$ cat config.mk
export PLATFORM = sky130hd
export DESIGN_NAME = hb_decim2
export DESIGN_NICKNAME = d
export VERILOG_FILES = /design/src/rtl/hb_pkg.sv /design/src/rtl/hb_ap_section.sv /design/src/rtl/hb_combiner.sv /design/src/rtl/hb_decim2.sv
export SDC_FILE = /design/constraint.sdc
export NUM_CORES = 1
export LEC_CHECK = 0
export ABC_CLOCK_PERIOD_IN_PS = 31700
export BUFFER_PORTS_ARGS = -buffer_cell sky130_fd_sc_hd__buf_2
export CAP_MARGIN = 40
export CELL_PAD_IN_SITES_DETAIL_PLACEMENT = 0
export CELL_PAD_IN_SITES_GLOBAL_PLACEMENT = 1
export CORE_MARGIN = 3
export CORE_UTILIZATION = 55
export DETAILED_ROUTE_END_ITERATION = 7
export PLACE_DENSITY = 0.88
export RECOVER_POWER = 50
export SLEW_MARGIN = 20
export SYNTH_ARGS = -nofsm -noshare
export SYNTH_HDL_FRONTEND = slang
export SYNTH_HIERARCHICAL = 1
export SYNTH_SLANG_ARGS = --single-unit
$ cat constraint.sdc
create_clock -name clk -period 31.7 [get_ports clk]
set_input_delay 3.17 -clock clk [delete_from_list [all_inputs] [get_ports clk]]
set_output_delay 3.17 -clock clk [all_outputs]
set_load 0.02 [all_outputs]
$ cat src/rtl/hb_pkg.sv
// Package: shared widths and default coefficients of the half-band decimator.
// Assumes a 16-bit input with 7 fractional bits and 1 guard bit in a 24-bit datapath.
package hb_pkg;
    localparam int HB_DATA_W   = 16;
    localparam int HB_FRAC_IN  = 7;
    localparam int HB_ACC_W    = HB_DATA_W + HB_FRAC_IN + 1;
    localparam int HB_COEF_W   = 18;
    localparam int HB_COEF_FR  = 17;
    localparam int HB_C0_DEF   = 18088;
    localparam int HB_C1_DEF   = 76637;
endpackage

$ cat src/rtl/hb_ap_section.sv
// Module: one allpass section in z^2, running at the low rate.
// Computes y = xprev + round(c*(x - yprev)) each cycle that 'step' is high.
// Saturates y to ACC_W bits. Assumes the coefficient is a signed Q1.(COEF_FR) value.
module hb_ap_section #(
    parameter int ACC_W   = 24,
    parameter int COEF_W  = 18,
    parameter int COEF_FR = 17,
    parameter int COEF    = 18088
) (
    input  logic                    clk,
    input  logic                    rst_n,
    input  logic                    step,
    input  logic signed [ACC_W-1:0] x_in,
    output logic signed [ACC_W-1:0] y_out
);
    localparam int DW = ACC_W + 1;
    localparam int PW = DW + COEF_W;
    localparam logic signed [COEF_W-1:0] CF = COEF_W'(COEF);
    localparam logic signed [PW-1:0] RND_HALF = PW'(64'sd1 <<< (COEF_FR - 1));
    localparam logic signed [ACC_W-1:0] POS_LIM = {1'b0, {(ACC_W-1){1'b1}}};
    localparam logic signed [ACC_W-1:0] NEG_LIM = {1'b1, {(ACC_W-1){1'b0}}};

    logic signed [ACC_W-1:0] xp, yp;
    logic signed [DW-1:0]    diff;
    logic signed [PW-1:0]    prod, rnd, ext;

    // Pre-adder, multiplier, rounding and post-adder with 24-bit saturation.
    always_comb begin
        diff = {x_in[ACC_W-1], x_in} - {yp[ACC_W-1], yp};
        prod = PW'(diff) * PW'(CF);
        rnd  = (prod + RND_HALF) >>> COEF_FR;
        ext  = PW'(xp) + rnd;
        if (ext[PW-1:ACC_W-1] == '0 || ext[PW-1:ACC_W-1] == '1)
            y_out = ext[ACC_W-1:0];
        else
            y_out = ext[PW-1] ? NEG_LIM : POS_LIM;
    end

    // Input-side and output-side delay registers, one low-rate sample each.
    always_ff @(posedge clk) begin
        if (!rst_n) begin
            xp <= '0;
            yp <= '0;
        end else if (step) begin
            xp <= x_in;
            yp <= y_out;
        end
    end

    // the section state holds while the section is not stepped.
    assert_hold_R2: assert property (@(posedge clk) disable iff (!rst_n)
        !step |=> ($stable(xp) && $stable(yp)));
    // the input-side delay captures the stepped input.
    assert_xdelay_R5: assert property (@(posedge clk) disable iff (!rst_n)
        step |=> (xp == $past(x_in)));
endmodule

$ cat src/rtl/hb_combiner.sv
// Module: averages the two branch outputs and rounds/saturates them to the output width.
// Assumes the input words carry FRAC_IN fractional bits.
module hb_combiner #(
    parameter int DATA_W  = 16,
    parameter int FRAC_IN = 7,
    parameter int ACC_W   = DATA_W + FRAC_IN + 1
) (
    input  logic signed [ACC_W-1:0]  y0,
    input  logic signed [ACC_W-1:0]  y1,
    output logic signed [DATA_W-1:0] q
);
    localparam logic signed [ACC_W:0] RND_HALF = (ACC_W+1)'(64'sd1 <<< (FRAC_IN - 1));
    localparam logic signed [DATA_W-1:0] POS_LIM = {1'b0, {(DATA_W-1){1'b1}}};
    localparam logic signed [DATA_W-1:0] NEG_LIM = {1'b1, {(DATA_W-1){1'b0}}};

    logic signed [ACC_W:0]   sum, hx, sh;
    logic signed [ACC_W-1:0] half;

    // Sum, halve, round half-up at the fractional boundary, saturate.
    always_comb begin
        sum  = {y0[ACC_W-1], y0} + {y1[ACC_W-1], y1};
        half = sum[ACC_W:1];
        hx   = {half[ACC_W-1], half} + RND_HALF;
        sh   = hx >>> FRAC_IN;
        if (sh[ACC_W:DATA_W-1] == '0 || sh[ACC_W:DATA_W-1] == '1)
            q = sh[DATA_W-1:0];
        else
            q = sh[ACC_W] ? NEG_LIM : POS_LIM;
    end
endmodule

$ cat src/rtl/hb_decim2.sv
// Module: top of the by-two half-band IIR decimator.
// Steers even samples to the C0 path and odd samples, through a one-pair delay, to the C1 path.
// Steps both sections on every odd sample and registers the combined result.
// Assumes at most one input strobe per cycle and no backpressure.
module hb_decim2 #(
    parameter int DATA_W  = hb_pkg::HB_DATA_W,
    parameter int FRAC_IN = hb_pkg::HB_FRAC_IN,
    parameter int COEF_W  = hb_pkg::HB_COEF_W,
    parameter int COEF_FR = hb_pkg::HB_COEF_FR,
    parameter int C0      = hb_pkg::HB_C0_DEF,
    parameter int C1      = hb_pkg::HB_C1_DEF
) (
    input  logic              clk,
    input  logic              rst_n,
    input  logic              in_valid,
    input  logic [DATA_W-1:0] in_data,
    output logic              out_valid,
    output logic [DATA_W-1:0] out_data
);
    localparam int ACC_W = DATA_W + FRAC_IN + 1;

    logic                     phase;
    logic signed [ACC_W-1:0]  in_wide, even_hold, odd_dly;
    logic signed [ACC_W-1:0]  y0, y1;
    logic signed [DATA_W-1:0] q;
    logic                     step;

    // Place the input under one guard bit with FRAC_IN zero fractional bits.
    always_comb begin
        in_wide = {in_data[DATA_W-1], in_data, {FRAC_IN{1'b0}}};
        step    = in_valid && phase;
    end

    // Commutator: track the pair phase and hold the even and delayed odd samples.
    always_ff @(posedge clk) begin
        if (!rst_n) begin
            phase     <= 1'b0;
            even_hold <= '0;
            odd_dly   <= '0;
        end else if (in_valid) begin
            phase <= ~phase;
            if (!phase) even_hold <= in_wide;
            else        odd_dly   <= in_wide;
        end
    end

    hb_ap_section #(.ACC_W(ACC_W), .COEF_W(COEF_W), .COEF_FR(COEF_FR), .COEF(C0)) u_sec0 (
        .clk(clk), .rst_n(rst_n), .step(step), .x_in(even_hold), .y_out(y0));

    hb_ap_section #(.ACC_W(ACC_W), .COEF_W(COEF_W), .COEF_FR(COEF_FR), .COEF(C1)) u_sec1 (
        .clk(clk), .rst_n(rst_n), .step(step), .x_in(odd_dly), .y_out(y1));

    hb_combiner #(.DATA_W(DATA_W), .FRAC_IN(FRAC_IN), .ACC_W(ACC_W)) u_comb (
        .y0(y0), .y1(y1), .q(q));

    // Output register: one strobe and one value per completed pair.
    always_ff @(posedge clk) begin
        if (!rst_n) begin
            out_valid <= 1'b0;
            out_data  <= '0;
        end else begin
            out_valid <= step;
            if (step) out_data <= q;
        end
    end

    // reset leaves the output idle and the phase at even.
    assert_reset_R1: assert property (@(posedge clk)
        !rst_n |=> (!out_valid && !phase));
    // the output strobe never lasts two cycles.
    assert_pulse_R3: assert property (@(posedge clk) disable iff (!rst_n)
        out_valid |=> !out_valid);
    // every strobe follows the acceptance of an odd sample.
    assert_strobe_R3: assert property (@(posedge clk) disable iff (!rst_n)
        $rose(out_valid) |-> $past(in_valid && phase));
    // an idle cycle keeps the phase and yields no strobe.
    assert_idle_R2: assert property (@(posedge clk) disable iff (!rst_n)
        !in_valid |=> ($stable(phase) && !out_valid));
endmodule

==> results.txt <==
----------------------------------------------------
[Global route]
  Met1 usage in global routing ... 37.7%
  Most used routing layer ... met2
  Fraction of met2 tracks used by global routing ... 53.6%
  Total routing resource utilization after global routing ... 30.0%
  Via count of the first global-routing pass ... 24800
  GRT met3 Usage ... 2.78%
  Wire length of the first global-routing pass ... 131000 um
  Maximum number of pins on one net before global-route repair ... 88
  Final global-route overflow total ... 0
  Number of antenna violations at the first check in global routing ... 0

[Synthesis]
  Yosys reg bits ... 146
  Part of the Yosys area used for sequential elements ... 10.3%
  Dominant register cell in the synthesized netlist ... sky130_fd_sc_hd__dfxtp_1
  Cell area after technology mapping ... 28300 um2
  Main combinational cell family by area after synthesis ... adder cells
  Number of flops mapped to enable cells by yosys ... 0
  Number of library cell types mapped by synthesis ... 108
  Post-synthesis compound-gate area fraction ... 17.2%
  Number of warnings reported in the yosys synthesis log ... 6
  Synthesized-area fraction occupied by and/or/nand/nor cells ... 14.7%
  Share of synthesized registers carrying an async set or reset ... 0%
  Multiplexer share of the synthesized area ... 3.46%
  Post-synthesis area per instance ... 8.31 um2
  Fraction of the mapped netlist area in adder cells ... 37.3%
  Xor and xnor fraction of the mapped netlist area ... 7.59%
  Count of mapped cells out of synthesis ... 3402

[Place]
  I/O Buffers ... 35
  Detailed Place HPWL ... 68500 um
  Post-Place Cell Area ... 29000 um2
  Placed cells ... 4049
  Routability congestion estimate from global placement ... 0.979

[Routing]
  Number of violations reported at the end of detailed-routing iteration 0 ... 1548
  Total via count in the routed design ... 23900
  Number of search-and-repair iterations in the first detailed-routing pass ... 6
  DRC errors left ... 0
  Antenna-violating nets left ... 0
  Wire length reported by the detailed router ... 80200 um
  Routed len/inst ... 19.6 um
  Via-per-instance ratio ... 5.86

[Clock tree]
  Number of buffers added by the clock tree synthesis step ... 17
  Maximum buffer depth of the clock tree ... 2
  Clock transition at the registers of the reported paths ... 0.07 ns
  Setup Buffers After CTS ... 0
  Cell at the root of the clock tree ... sky130_fd_sc_hd__clkbuf_16
  Post_cts resized ... 0
  Clk sinks ... 146
  Clock latency on the worst-skew pair ... 0.45 ns
  Max H-tree Level ... 4
  TritonCTS clock tree ... built
  Total of hold buffers inserted after clock tree synthesis ... 0

[Critical path]
  Crit Path Max Fanout ... 15
  Family with the most delay on the worst path ... compound AO/OA/AOI/OAI gates
  Cell seen most often among critical-path stages ... sky130_fd_sc_hd__a21oi_1
  Buffering stage count on the worst path with inverters included ... 6
  WP data required ... 32.03 ns
  Startpoint class of the critical path ... register
  CP arrival ... 15.70 ns
  Critical Path Sink Type ... register
  Setup Crit Path Kind ... reg2reg
  Delay of the slowest cell on the worst path ... 0.66 ns
  Cell type of the slowest stage on the worst timing path ... sky130_fd_sc_hd__xnor2_1

[Floorplan]
  Placeable Area ... 50500 um2
  Initial core utilization ... 56.0%
  Row count ... 82
  Number of ports placed on the die boundary ... 36
  Height of the die ... 233 um
  Die Area ... 54200 um2
  Die width ... 233 um

[STA]
  Final critical delay including setup and external delays ... 15.38 ns
  Final clock period utilization by the worst path ... 48.5%
  Clock tree skew after final layout ... 0.0142 ns
  Max Transition Viols Final ... 165
  Smallest hold slack ... 0.453 ns
  Highest Clock Rate ... 0.0650 GHz
  Slew at the pin closest to its max-slew limit ... 3.39 ns
  Unrepaired setup endpoints after global routing ... false
  Slew margin rel. ... -126%
  Total setup violations reported at the end of the flow ... 0
  Count of final hold-check violations ... 0
  Total negative slack ... 0 ns

[Min path]
  Class of the worst hold path ... reg2reg

[Finish]
  Area Growth Syn to Fin ... 4.93%
  Layout cell share with drive strength beyond 1 ... 4.22%
  Design area ... 29700 um2
  Number of fillers in the final layout ... 4643
  N_diodes ... 0
  Non-Filler Instances ... 4084
  Nets@finish ... 4106

[Flow run]
  Number of maximum-capacitance constraint violations ... 2

[Run status]
  Status ... finished, violations left
  Violations in the final reports ... max-capacitance violations, max-slew violations

----------------------------------------------------
==> worst register-to-register path, delay by kind of cell (launching register included) <==
family / cells / cell delay (ns)
AOI/OAI and AO/OA: 21 / 5.28
xor gates and xnor gates: 3 / 1.29
adders and majority gates: 10 / 4.38
buffers and inverters: 6 / 0.62
DFF: 1 / 0.33
and+or+nand+nor: 14 / 3.36
==> cell type report <==
| cell class | instances | area (um2) | share of cell area [%] |
|---|---|---|---|
| multi-input cells | 2614 | 22800 | 76.9 |
| clock buffers | 17 | 425 | 1.43 |
| flip-flops and latches | 146 | 2920 | 9.85 |
| inverters | 563 | 2110 | 7.13 |
| well taps | 672 | 841 | 2.83 |
| clock inverters | 14 | 179 | 0.603 |
| repair buffers | 58 | 369 | 1.24 |
==> cells by family after synthesis <==
kind of cell               after synthesis
other                                    1
xor gates and xnor gates               245
and+or+nand+nor                        825
muxes                                   97
DFF                                    146
buffers and inverters                  671
AOI/OAI and AO/OA                      730
adders and majority gates              687
==> cells in the final DEF (no fill, tap or decap), types with 14 or more instances in the layout <==
| cell | synthesis | final |
|---|---|---|
| sky130_fd_sc_hd__nor4_1 | 14 | 14 |
| sky130_fd_sc_hd__a21o_1 | 75 | 75 |
| sky130_fd_sc_hd__o21bai_1 | 20 | 20 |
| sky130_fd_sc_hd__clkbuf_1 | 55 | 19 |
| sky130_fd_sc_hd__xor2_1 | 98 | 98 |
| sky130_fd_sc_hd__buf_4 | 6 | 16 |
| sky130_fd_sc_hd__and2_1 | 36 | 36 |
| sky130_fd_sc_hd__o21ai_1 | 32 | 31 |
| sky130_fd_sc_hd__nor3_1 | 51 | 51 |
| sky130_fd_sc_hd__and3_1 | 18 | 18 |
| sky130_fd_sc_hd__o211ai_1 | 32 | 32 |
| sky130_fd_sc_hd__fa_1 | 260 | 260 |
| sky130_fd_sc_hd__o21a_1 | 32 | 32 |
| sky130_fd_sc_hd__buf_2 | 28 | 17 |
| sky130_fd_sc_hd__nor2_1 | 153 | 153 |
| sky130_fd_sc_hd__nor2b_1 | 75 | 74 |
| sky130_fd_sc_hd__a21oi_1 | 201 | 200 |
| sky130_fd_sc_hd__o21ai_0 | 133 | 133 |
| sky130_fd_sc_hd__nand2b_1 | 25 | 25 |
| sky130_fd_sc_hd__mux2i_1 | 91 | 91 |
| sky130_fd_sc_hd__nand2_1 | 281 | 281 |
| sky130_fd_sc_hd__dfxtp_1 | 146 | 146 |
| sky130_fd_sc_hd__conb_1 | 1 | 30 |
| sky130_fd_sc_hd__inv_1 | 562 | 562 |
| sky130_fd_sc_hd__ha_1 | 427 | 427 |
| sky130_fd_sc_hd__nand3_1 | 41 | 41 |
| sky130_fd_sc_hd__a31oi_1 | 29 | 29 |
| sky130_fd_sc_hd__a211oi_1 | 29 | 29 |
| sky130_fd_sc_hd__xnor2_1 | 147 | 147 |
| sky130_fd_sc_hd__nand4_1 | 57 | 57 |
| sky130_fd_sc_hd__clkbuf_16 | 0 | 17 |
==> sequential cells by signal, indices dropped and copies added (netlist names) <==
signal     flops
out_data      16
even_hold     16
u_sec1/yp     24
u_sec0/yp     24
out_valid      1
phase          1
u_sec0/xp     24
odd_dly       16
u_sec1/xp     24
==> cell usage after synthesis (12+ instances only) <==
cell type                  count  share of area, %
sky130_fd_sc_hd__ha_1        427                19
sky130_fd_sc_hd__a21oi_1     201               3.6
sky130_fd_sc_hd__clkbuf_1     55              0.73
sky130_fd_sc_hd__nand2b_1     25              0.55
sky130_fd_sc_hd__nand2_1     281               3.7
sky130_fd_sc_hd__and3_1       18              0.40
sky130_fd_sc_hd__mux2i_1      91               3.2
sky130_fd_sc_hd__nor2_1      153               2.0
sky130_fd_sc_hd__o21a_1       32              0.85
sky130_fd_sc_hd__xnor2_1     147               4.6
sky130_fd_sc_hd__xor2_1       98               3.0
sky130_fd_sc_hd__buf_2        28              0.50
sky130_fd_sc_hd__o21ai_1      32              0.57
sky130_fd_sc_hd__o21ai_0     133               2.4
sky130_fd_sc_hd__nor4_1       14              0.31
sky130_fd_sc_hd__o21bai_1     20              0.53
sky130_fd_sc_hd__fa_1        260                18
sky130_fd_sc_hd__a31oi_1      29              0.64
sky130_fd_sc_hd__a211oi_1     29              0.77
sky130_fd_sc_hd__nand4_1      57               1.3
sky130_fd_sc_hd__or3_1        12              0.27
sky130_fd_sc_hd__nor3_1       51              0.90
sky130_fd_sc_hd__nand3_1      41              0.73
sky130_fd_sc_hd__and2_1       36              0.80
sky130_fd_sc_hd__o211ai_1     32              0.85
sky130_fd_sc_hd__a21o_1       75               2.0
sky130_fd_sc_hd__dfxtp_1     146                10
sky130_fd_sc_hd__inv_1       562               7.5
sky130_fd_sc_hd__nor2b_1      75               1.7
==> routing by layer <==
layer	wire length, um	up-vias
met1	33900	11600
met4	3130	0
met5	0	-
met2	40200	631
met3	2870	156
li1	-	11500
==> worst paths after layout <==
kind / from / endpoint / slack [ns] / cells after the start
min reg2reg: u_sec1/yp[8] / u_sec1/yp[8] / 0.45 / 2
max: u_sec1/yp[9] / out_data[4] / 16.32 / 54
min: u_sec1/yp[8] / u_sec1/yp[8] / 0.45 / 2
max reg2reg: u_sec1/yp[9] / out_data[4] / 16.32 / 54
==> through the flow <==
stage / util [%] / worst slack (ns)
2_1_floorplan: - / 18.84
4_1_cts: 58.7 / 16.52
6_report: 58.8 / 16.32
3_3_place_gp: 57.4 / 16.82
3_5_place_dp: 57.5 / 16.64
5_1_grt: 58.8 / 15.18
Power is left out: the tool's default activity adds up to more than one toggle a clock period on the data nets, which glitch-free logic cannot reach.
